<file path="config.mk">
export PLATFORM = sky130hd
export DESIGN_NAME = mpic_core
export DESIGN_NICKNAME = d
export VERILOG_FILES = /design/src/rtl/mpic_pkg.sv /design/src/rtl/mpic_regs.sv /design/src/rtl/mpic_gate.sv /design/src/rtl/mpic_pick.sv /design/src/rtl/mpic_core.sv
export SDC_FILE = /design/constraint.sdc
export NUM_CORES = 2
export LEC_CHECK = 0
export ABC_AREA = 1
export BUFFER_PORTS_ARGS = -buffer_cell sky130_fd_sc_hd__buf_2
export CAP_MARGIN = 20
export CORE_MARGIN = 1.5
export CORE_UTILIZATION = 40
export CTS_CLUSTER_SIZE = 16
export DETAILED_ROUTE_END_ITERATION = 10
export PLACE_DENSITY = 0.57
export SYNTH_ARGS = -nofsm -noshare
export SYNTH_HDL_FRONTEND = slang
export SYNTH_HIERARCHICAL = 1
export SYNTH_SLANG_ARGS = --single-unit
</file>
<file path="constraint.sdc">
create_clock -name clk -period 6.3 [get_ports clk]
set_input_delay 1.26 -clock clk [delete_from_list [all_inputs] [get_ports clk]]
set_output_delay 1.26 -clock clk [all_outputs]
set_load 0.02 [all_outputs]
</file>
<file path="src/rtl/mpic_pkg.sv">
package mpic_pkg;
  localparam int NUM_W       = 10;
  localparam int PRIV_LAST   = 28;
  localparam int PRIV_N      = PRIV_LAST + 1;
  localparam int NONE_NUM    = 1023;
  localparam int OFF_CTRL    = 'h000;
  localparam int OFF_EN_SET  = 'h030;
  localparam int OFF_EN_CLR  = 'h034;
  localparam int OFF_ACK     = 'h044;
  localparam int OFF_MSK_SET = 'h048;
  localparam int OFF_MSK_CLR = 'h04C;
  localparam int OFF_SRC     = 'h100;

  typedef enum logic [2:0] {
    OP_NONE, OP_EN_SET, OP_EN_CLR, OP_MSK_SET, OP_MSK_CLR, OP_SRC
  } wr_op_e;
endpackage

</file>
<file path="src/rtl/mpic_regs.sv">
module mpic_regs
  import mpic_pkg::*;
#(
  parameter int NSRC   = 64,
  parameter int NCPU   = 4,
  parameter int ADDR_W = 12,
  localparam int CPU_W = (NCPU > 1) ? $clog2(NCPU) : 1
) (
  input  logic                          clk,
  input  logic                          rst_n,
  input  logic                          bus_wr,
  input  logic [CPU_W-1:0]              bus_cpu,
  input  logic [ADDR_W-1:0]             bus_addr,
  input  logic [11:0]                   wdata,
  output logic [NSRC-1:0]               en_q,
  output logic [NCPU-1:0][PRIV_N-1:0]   mask_q,
  output logic [NSRC-1:0][3:0]          route_q,
  output logic [NSRC-1:0][3:0]          fiq_q
);
  localparam int SRC_END = OFF_SRC + 4 * NSRC;

  wr_op_e            op;
  logic [NUM_W-1:0]  num;
  logic [ADDR_W-1:0] src_off;
  logic [NUM_W-1:0]  src_idx;

  assign num     = wdata[NUM_W-1:0];
  assign src_off = bus_addr - ADDR_W'(OFF_SRC);
  assign src_idx = NUM_W'(src_off >> 2);

  always_comb begin
    op = OP_NONE;
    if (bus_wr) begin
      if (bus_addr == ADDR_W'(OFF_EN_SET))       op = OP_EN_SET;
      else if (bus_addr == ADDR_W'(OFF_EN_CLR))  op = OP_EN_CLR;
      else if (bus_addr == ADDR_W'(OFF_MSK_SET)) op = OP_MSK_SET;
      else if (bus_addr == ADDR_W'(OFF_MSK_CLR)) op = OP_MSK_CLR;
      else if (int'(bus_addr) >= OFF_SRC && int'(bus_addr) < SRC_END &&
               bus_addr[1:0] == 2'b00)           op = OP_SRC;
    end
  end

  // global enables: only shared numbers hold state
  for (genvar n = 0; n < NSRC; n++) begin : g_en
    if (n < PRIV_N) begin : g_priv
      assign en_q[n] = 1'b0;
    end else begin : g_shared
      always_ff @(posedge clk) begin
        if (!rst_n) en_q[n] <= 1'b0;
        else if (op == OP_EN_SET && num == NUM_W'(n)) en_q[n] <= 1'b1;
        else if (op == OP_EN_CLR && num == NUM_W'(n)) en_q[n] <= 1'b0;
      end
    end
  end

  // private masks: one bank per CPU
  for (genvar c = 0; c < NCPU; c++) begin : g_mask
    always_ff @(posedge clk) begin
      if (!rst_n) begin
        mask_q[c] <= '1;
      end else if (bus_cpu == CPU_W'(c)) begin
        for (int n = 0; n < PRIV_N; n++) begin
          if (op == OP_MSK_SET && num == NUM_W'(n)) mask_q[c][n] <= 1'b1;
          else if (op == OP_MSK_CLR && num == NUM_W'(n)) mask_q[c][n] <= 1'b0;
        end
      end
    end
  end

  // per-source routing / fast enables
  always_ff @(posedge clk) begin
    if (!rst_n) begin
      route_q <= '0;
      fiq_q   <= '0;
    end else if (op == OP_SRC) begin
      for (int n = 0; n < NSRC; n++) begin
        if (src_idx == NUM_W'(n)) begin
          route_q[n] <= wdata[3:0];
          fiq_q[n]   <= wdata[11:8];
        end
      end
    end
  end
endmodule

</file>
<file path="src/rtl/mpic_gate.sv">
module mpic_gate
  import mpic_pkg::*;
#(
  parameter int NSRC = 64,
  parameter int NCPU = 4
) (
  input  logic [NSRC-1:0]               src_in,
  input  logic [NCPU-1:0]               ipi_sum,
  input  logic [NCPU-1:0]               msi_sum,
  input  logic [NSRC-1:0]               en_q,
  input  logic [NCPU-1:0][PRIV_N-1:0]   mask_q,
  input  logic [NSRC-1:0][3:0]          route_q,
  output logic [NCPU-1:0][NSRC-1:0]     elig
);
  for (genvar c = 0; c < NCPU; c++) begin : g_cpu
    for (genvar n = 0; n < NSRC; n++) begin : g_num
      if (n == 0) begin : g_ipi
        assign elig[c][n] = ipi_sum[c] & ~mask_q[c][n];
      end else if (n == 1) begin : g_msi
        assign elig[c][n] = msi_sum[c] & ~mask_q[c][n];
      end else if (n < PRIV_N) begin : g_priv
        assign elig[c][n] = src_in[n] & ~mask_q[c][n];
      end else begin : g_shared
        assign elig[c][n] = src_in[n] & en_q[n] & route_q[n][c];
      end
    end
  end
endmodule

</file>
<file path="src/rtl/mpic_pick.sv">
module mpic_pick #(
  parameter int W  = 64,
  parameter int IW = 10
) (
  input  logic [W-1:0]  req,
  output logic          hit,
  output logic [IW-1:0] idx
);
  always_comb begin
    hit = |req;
    idx = '0;
    for (int i = W - 1; i >= 0; i--) begin
      if (req[i]) idx = IW'(i);
    end
  end
endmodule

</file>
<file path="src/rtl/mpic_core.sv">
module mpic_core
  import mpic_pkg::*;
#(
  parameter int NSRC   = 64,
  parameter int NCPU   = 4,
  parameter int ADDR_W = 12,
  localparam int CPU_W = (NCPU > 1) ? $clog2(NCPU) : 1
) (
  input  logic              clk,
  input  logic              rst_n,
  input  logic [NSRC-1:0]   src_in,
  input  logic [NCPU-1:0]   ipi_sum,
  input  logic [NCPU-1:0]   msi_sum,
  input  logic              bus_wr,
  input  logic              bus_rd,
  input  logic [CPU_W-1:0]  bus_cpu,
  input  logic [ADDR_W-1:0] bus_addr,
  input  logic [31:0]       bus_wdata,
  output logic [31:0]       bus_rdata,
  output logic [NCPU-1:0]   irq_out
);
  localparam int SRC_END = OFF_SRC + 4 * NSRC;

  logic [NSRC-1:0]             en_q;
  logic [NCPU-1:0][PRIV_N-1:0] mask_q;
  logic [NSRC-1:0][3:0]        route_q;
  logic [NSRC-1:0][3:0]        fiq_q;
  logic [NCPU-1:0][NSRC-1:0]   elig;
  logic [NCPU-1:0]             hit;
  logic [NCPU-1:0][NUM_W-1:0]  top_num;
  logic [31:0]                 rd_val;
  logic [ADDR_W-1:0]           src_off;
  logic [NUM_W-1:0]            src_idx;

  wire unused_bits = ^{bus_wdata[31:12], src_in[1:0]};

  mpic_regs #(.NSRC(NSRC), .NCPU(NCPU), .ADDR_W(ADDR_W)) u_regs (
    .clk(clk), .rst_n(rst_n), .bus_wr(bus_wr), .bus_cpu(bus_cpu),
    .bus_addr(bus_addr), .wdata(bus_wdata[11:0]),
    .en_q(en_q), .mask_q(mask_q), .route_q(route_q), .fiq_q(fiq_q)
  );

  mpic_gate #(.NSRC(NSRC), .NCPU(NCPU)) u_gate (
    .src_in(src_in), .ipi_sum(ipi_sum), .msi_sum(msi_sum),
    .en_q(en_q), .mask_q(mask_q), .route_q(route_q), .elig(elig)
  );

  for (genvar c = 0; c < NCPU; c++) begin : g_pick
    mpic_pick #(.W(NSRC), .IW(NUM_W)) u_pick (
      .req(elig[c]), .hit(hit[c]), .idx(top_num[c])
    );
  end

  assign irq_out = hit;
  assign src_off = bus_addr - ADDR_W'(OFF_SRC);
  assign src_idx = NUM_W'(src_off >> 2);

  always_comb begin
    rd_val = '0;
    if (bus_addr == ADDR_W'(OFF_CTRL)) begin
      rd_val[11:2] = NUM_W'(NSRC);
    end else if (bus_addr == ADDR_W'(OFF_ACK)) begin
      rd_val[NUM_W-1:0] = NUM_W'(NONE_NUM);
      for (int c = 0; c < NCPU; c++) begin
        if (bus_cpu == CPU_W'(c) && hit[c]) rd_val[NUM_W-1:0] = top_num[c];
      end
    end else if (int'(bus_addr) >= OFF_SRC && int'(bus_addr) < SRC_END &&
                 bus_addr[1:0] == 2'b00) begin
      for (int n = 0; n < NSRC; n++) begin
        if (src_idx == NUM_W'(n)) begin
          rd_val[3:0]  = route_q[n];
          rd_val[11:8] = fiq_q[n];
        end
      end
    end
  end

  always_ff @(posedge clk) begin
    if (!rst_n)      bus_rdata <= '0;
    else if (bus_rd) bus_rdata <= rd_val;
  end
endmodule

</file>
# Yosys cells after proc, flatten, opt, wreduce, memory -nomap -nowiden
# Cells that the tools add are included.
op_classes:
  n_addsub: 1
  n_lt_le_gt_ge: 2
  eq_ne: 139
  mux: 530
  bitwise_logic: 407
  reduce_logical: 387
ops:
  columns: ["op", "count"]
  rows:
  - ["6-bit two-way mux", 256]
  - ["10-bit by 6-bit == test with 1-bit output, second input constant", 64]
  - ["4-bit two-way mux", 132]
  - ["2-bit AND reduction", 180]
  - ["10-bit by 5-bit == test with 1-bit output, second input constant", 32]
  - ["1-bit AND", 291]
  - ["64-bit OR reduction", 4]
  - ["10-bit by 4-bit == test with 1-bit output, second input constant", 16]
  - ["1-bit logical AND", 134]
  - ["1-bit two-way mux", 128]
  - ["2-bit nonzero test", 64]
  - ["1-bit inverter", 116]
  - ["10-bit by 3-bit == test with 1-bit output, second input constant", 8]
  - ["10-bit two-way mux", 5]
  - ["10-bit by 2-bit == test with 1-bit output, second input constant", 4]
  - ["12-bit by 7-bit == test with 1-bit output, second input constant", 3]
  - ["12-bit by 6-bit == test with 1-bit output, second input constant", 2]
  - ["10-bit by 1-bit == test with 1-bit output, second input constant", 2]
  - ["10-bit logical NOT", 2]
  - ["3-bit two-way mux", 6]
  - ["12-bit by 9-bit greater-or-equal comparator with 1-bit output, second input constant", 1]
  - ["12-bit logical NOT", 1]
  - ["12-bit by 10-bit less-than comparator with 1-bit output, second input constant", 1]
  - ["12-bit by 9-bit subtractor with 12-bit output, second input constant", 1]
  - ["other kinds (7)", 13]
word_totals:
  reg_bits: 675
  input_bits: 122
  out_inout_bits: 36
  word_cells: 1746

# Depth between registers and ports, before layout
logic_depth:
  ltp_word: 72
  depth_mapped: 71

# By module
# Netlist, hierarchy kept.
modules_own_cells:
  columns: ["module", "n_inst", "cells_per_inst", "area_per_inst_um2"]
  rows:
  - ["mpic_regs", 1, 3628, 26140.1]
  - ["mpic_core", 1, 1472, 6610.1]
  - ["mpic_pick", 4, 240, 1058.5]
  - ["mpic_gate", 1, 466, 1836.8]

# Least setup slack after synthesis
# OpenSTA, ideal clock, no wires.
synth_path:
  kind: "input port to flip-flop"
  from: "input bus_addr[8]"
  to: "register bus_rdata[11]"
  arrival_ns: 4.553
  path_slack_ns: 1.615
  path_stages: 56
  path_cell_list: "nor2_2 nand2_2 nand2_2 nor2_4 nand2_4 buf_6 nor2_4 buf_4 a21oi_2 nand3_1 nand2_1 nand3_1 nand2_1 nand3b_1 nand2_1 nand3_1 nand2_1 nand3_1 (+20 left out) nand2_1 nand2_1 nand2_1 nand2_1 nand2_1 nand3_1 nand2_1 nand2_1 nand2_1 nand3_1 nand2_1 nand2_1 nand2_1 nand3_1 nand2_1 nand2_1 nand2_1 a21oi_1"
synth_between:
  elab_chain_cells: 69
  word_cells_on_any_way: 138
  classes_between: "add/sub: 1; order compare: 2; eq/ne: 64; mux: 67; reduce/logical: 4"
synth_rtl:
  columns: ["element", "line", "rtl"]
  rows:
  - ["start: declaration", "mpic_core.sv:17", "input logic [ADDR_W-1:0] bus_addr,"]
  - ["12-bit by 9-bit subtractor with 12-bit output", "mpic_core.sv:55", "assign src_off = bus_addr - ADDR_W'(OFF_SRC);"]
  - ["10-bit logical NOT", "mpic_core.sv:70", "if (src_idx == NUM_W'(n)) begin"]
  - ["4-bit two-way mux (64 in a row)", "mpic_core.sv:70", null]
  - ["4-bit two-way mux", "mpic_core.sv:67", "end else if (int'(bus_addr) >= OFF_SRC && int'(bus_addr) < SRC_END &&"]
  - ["2-bit two-way mux", "mpic_core.sv:62", "end else if (bus_addr == ADDR_W'(OFF_ACK)) begin"]
  - ["10-bit two-way mux (*)", "mpic_core.sv:60", "if (bus_addr == ADDR_W'(OFF_CTRL)) begin"]
  - ["end signal: assignment", "mpic_core.sv:80", "else if (bus_rd) bus_rdata <= rd_val;"]
  - ["end: declaration", "mpic_core.sv:19", "output logic [31:0] bus_rdata,"]
# Mark *: on every way between the ends. The rest lies on a longest branch, timed or not.
# A chain may end at the register's enable or synchronous reset.

# Worst setup path after layout
layout_path:
  from: "input bus_addr[8]"
  to: "register bus_rdata[8]"
# Same word-level chain as after synthesis.

==> reports/qor.yml <==
grt:
  antenna_found_initial: 3
  grt_remaining_overflow: 0
  grt_max_degree: 232
  grt_use_met3: 0.0484
  grt-busiest-layer: "met2"
  grt_pass1_vias: 37500
  grt_pass1_wl_um: 222000
  grtUsageTotal: 0.289
  grtUsageMet2: 0.449
  use_met1: 0.403
floorplanning:
  io_pins: 158
  start_util: 0.405
  die_x_um: 314
  die_h_um: 314
  fp.coreArea_sq_um: 95300
  core.rowCount: 113
  die_area_sq_um: 98400
power:
  clkPwrFrac: 0.504
  p_leak_nw: 17.6
  p_sw_mw: 2.41
  powerDensity_nw_per_um2: 221
  combPwrFrac: 0.054
  power_mw: 9.65
  pwr-share-seq: 0.442
  ir_drop_v: 0.000169
  sw_frac_of_total: 0.250
  cellInternalPower_mw: 7.24
worst_setup_path:
  crit_end: "bus_rdata[8]"
  worstPathRequired_ns: 6.85
  ff2ff_path_depth: 70
  start_kind: "input pin"
  r2r-end: "bus_rdata[0]"
  r2r-start: "u_regs/route_q[244]"
  cp_common_cell: "nand2_1"
  end_kind: "register"
  crit_type: "in2reg"
  critical-path-max-stage-delay_ns: 0.21
  critical-path-slowest-cell: "a21oi_1"
  cp-startpoint: "bus_addr[8]"
  r2r_slack_ns: 1.33
  cp_max_fo: 8
  worst_ep_arrival_time_ns: 6.25
layout:
  area_growth_pct: 13.0
  final_cell_area_sq_um: 43600
  layout.nets: 6710
  stdcell_count: 7916
  finish.utilization: 0.458
  drive_gt1_frac: 0.0948
synthesis:
  synth-warning-count: 6
  avgSynthCellArea_sq_um: 5.94
  netlist_area_sq_um: 38600
  postSynthCellCount: 6496
hold_path:
  min_path_cells: 2
  hold_path.class: "reg2reg"
placement:
  dp_hpwl_um: 102000
  gp_congestion: 0.926
  io_buffers: 115
  placed_cell_area_sq_um: 40900
  pre_cts_slack_ns: -0.0519
  placed_cells: 7771
status:
  status: "completed"
clock_tree:
  hold_buffers: 0
  post_cts_buffers: 0
  clk_path_buf_depth: 3
  cts_tree: "built"
  ctsRootBufferMaster: "clkbuf_16"
  cts_resized: 0
  cts_max_level: 3
  clk_pin_slew_ns: 0.06
  clkLatencyLatePin_ns: 0.68
  cts_sinks: 675
  cts_buffers: 80
drt:
  dr.first_iter.drc_count: 4176
  drcViolationCount: 0
  firstDrtPassIters: 6
  drt.antenna.violating_nets: 0
  totalWireLength_um: 146000
  vias_per_cell: 5.16
  num_vias: 40900
  routedWlPerCell_um: 18.4
sta:
  skew_ns: 0.0272
  hold_viol: 0
  rsz0062_at_grt: "no"
  clock.fmax_mhz: 175
  fin_crit_sh: 0.905
  fin_ws_ns: 0.600
  drv_slew: 0
  setup_viol: 0
  fin_crit_ns: 5.70
  tns_ns: 0
  max-slew-margin-rel: 0.206
  whs_ns: 0.442
  worst_pin_slew_ns: 1.19
job:
  drv_cap: 0
[power groups by stage]
stage | logic, mW | registers (mW) | clock network [mW]
after floorplan | 0.291 | 4.36 | 0
after global placement | 0.505 | 4.36 | 0
after detailed placement | 0.505 | 4.36 | 0
after CTS | 0.506 | 4.27 | 4.95
after global routing | 0.549 | 4.27 | 5.11
final | 0.520 | 4.27 | 4.86
[how the worst min path moves through the flow]
stage                       start                 end
2_1_floorplan  u_regs/mask_q[100]  u_regs/mask_q[100]
3_3_place_gp    u_regs/mask_q[59]   u_regs/mask_q[59]
3_5_place_dp    u_regs/mask_q[59]   u_regs/mask_q[59]
4_1_cts         u_regs/mask_q[95]   u_regs/mask_q[95]
5_1_grt         u_regs/mask_q[36]   u_regs/mask_q[36]
6_report       u_regs/mask_q[104]  u_regs/mask_q[104]
[per-layer routing]
| layer | wire [um] | up-vias |
|---|---|---|
| li1 | - | 20500 |
| met2 | 64000 | 1462 |
| met4 | 4880 | 4 |
| met5 | 26 | - |
| met3 | 11600 | 244 |
| met1 | 65000 | 18700 |
[registers in the layout, summed over array words and instances, names as in the netlist]
name / cells
bus_rdata: 12
u_regs/fiq_q: 256
u_regs/route_q: 256
u_regs/mask_q: 116
u_regs/en_q: 35
[cell usage in the layout, fill, tap and decap left out, types with 3 or more instances in the layout]
cell type and n:
a211oi_1 4, a21oi_1 405, a21oi_2 5, a311oi_1 4
a31oi_1 8, buf_12 6, buf_2 114, buf_4 158
bufinv_16 6, bufinv_8 28, clkbuf_1 14, clkbuf_16 82
clkbuf_8 19, clkinv_1 6, clkinv_2 14, clkinv_8 3
conb_1 36, dfxtp_1 675, inv_1 671, inv_2 46
nand2_1 1639, nand2_2 41, nand3_1 527, nand3b_1 3
nand4_1 126, nor2_1 1504, nor2_2 13, nor2_4 8
nor3_1 60, nor3_2 20, nor4_1 9, nor4b_1 3
o2111ai_1 4, o21ai_0 293, o21bai_1 4, o22ai_1 11
o31ai_1 4, or2_2 53
[cell type report]
class / count / area, sq um
clock inverters: 28 / 352
multi-input cells: 4799 / 20700
inverters: 752 / 3220
diodes: 2 / 5.00
repair buffers: 280 / 1900
clock buffers: 115 / 2370
well taps: 1265 / 1580
fillers: 10400 / 51700
flip-flops and latches: 675 / 13500
[worst max-delay path: cells and delay by family]
| family | cells | cell delay [ns] |
|---|---|---|
| compound gates | 7 | 1.05 |
| simple gates | 35 | 3.63 |
| buf+inv | 2 | 0.29 |
(Power assumes the default switching activity.)
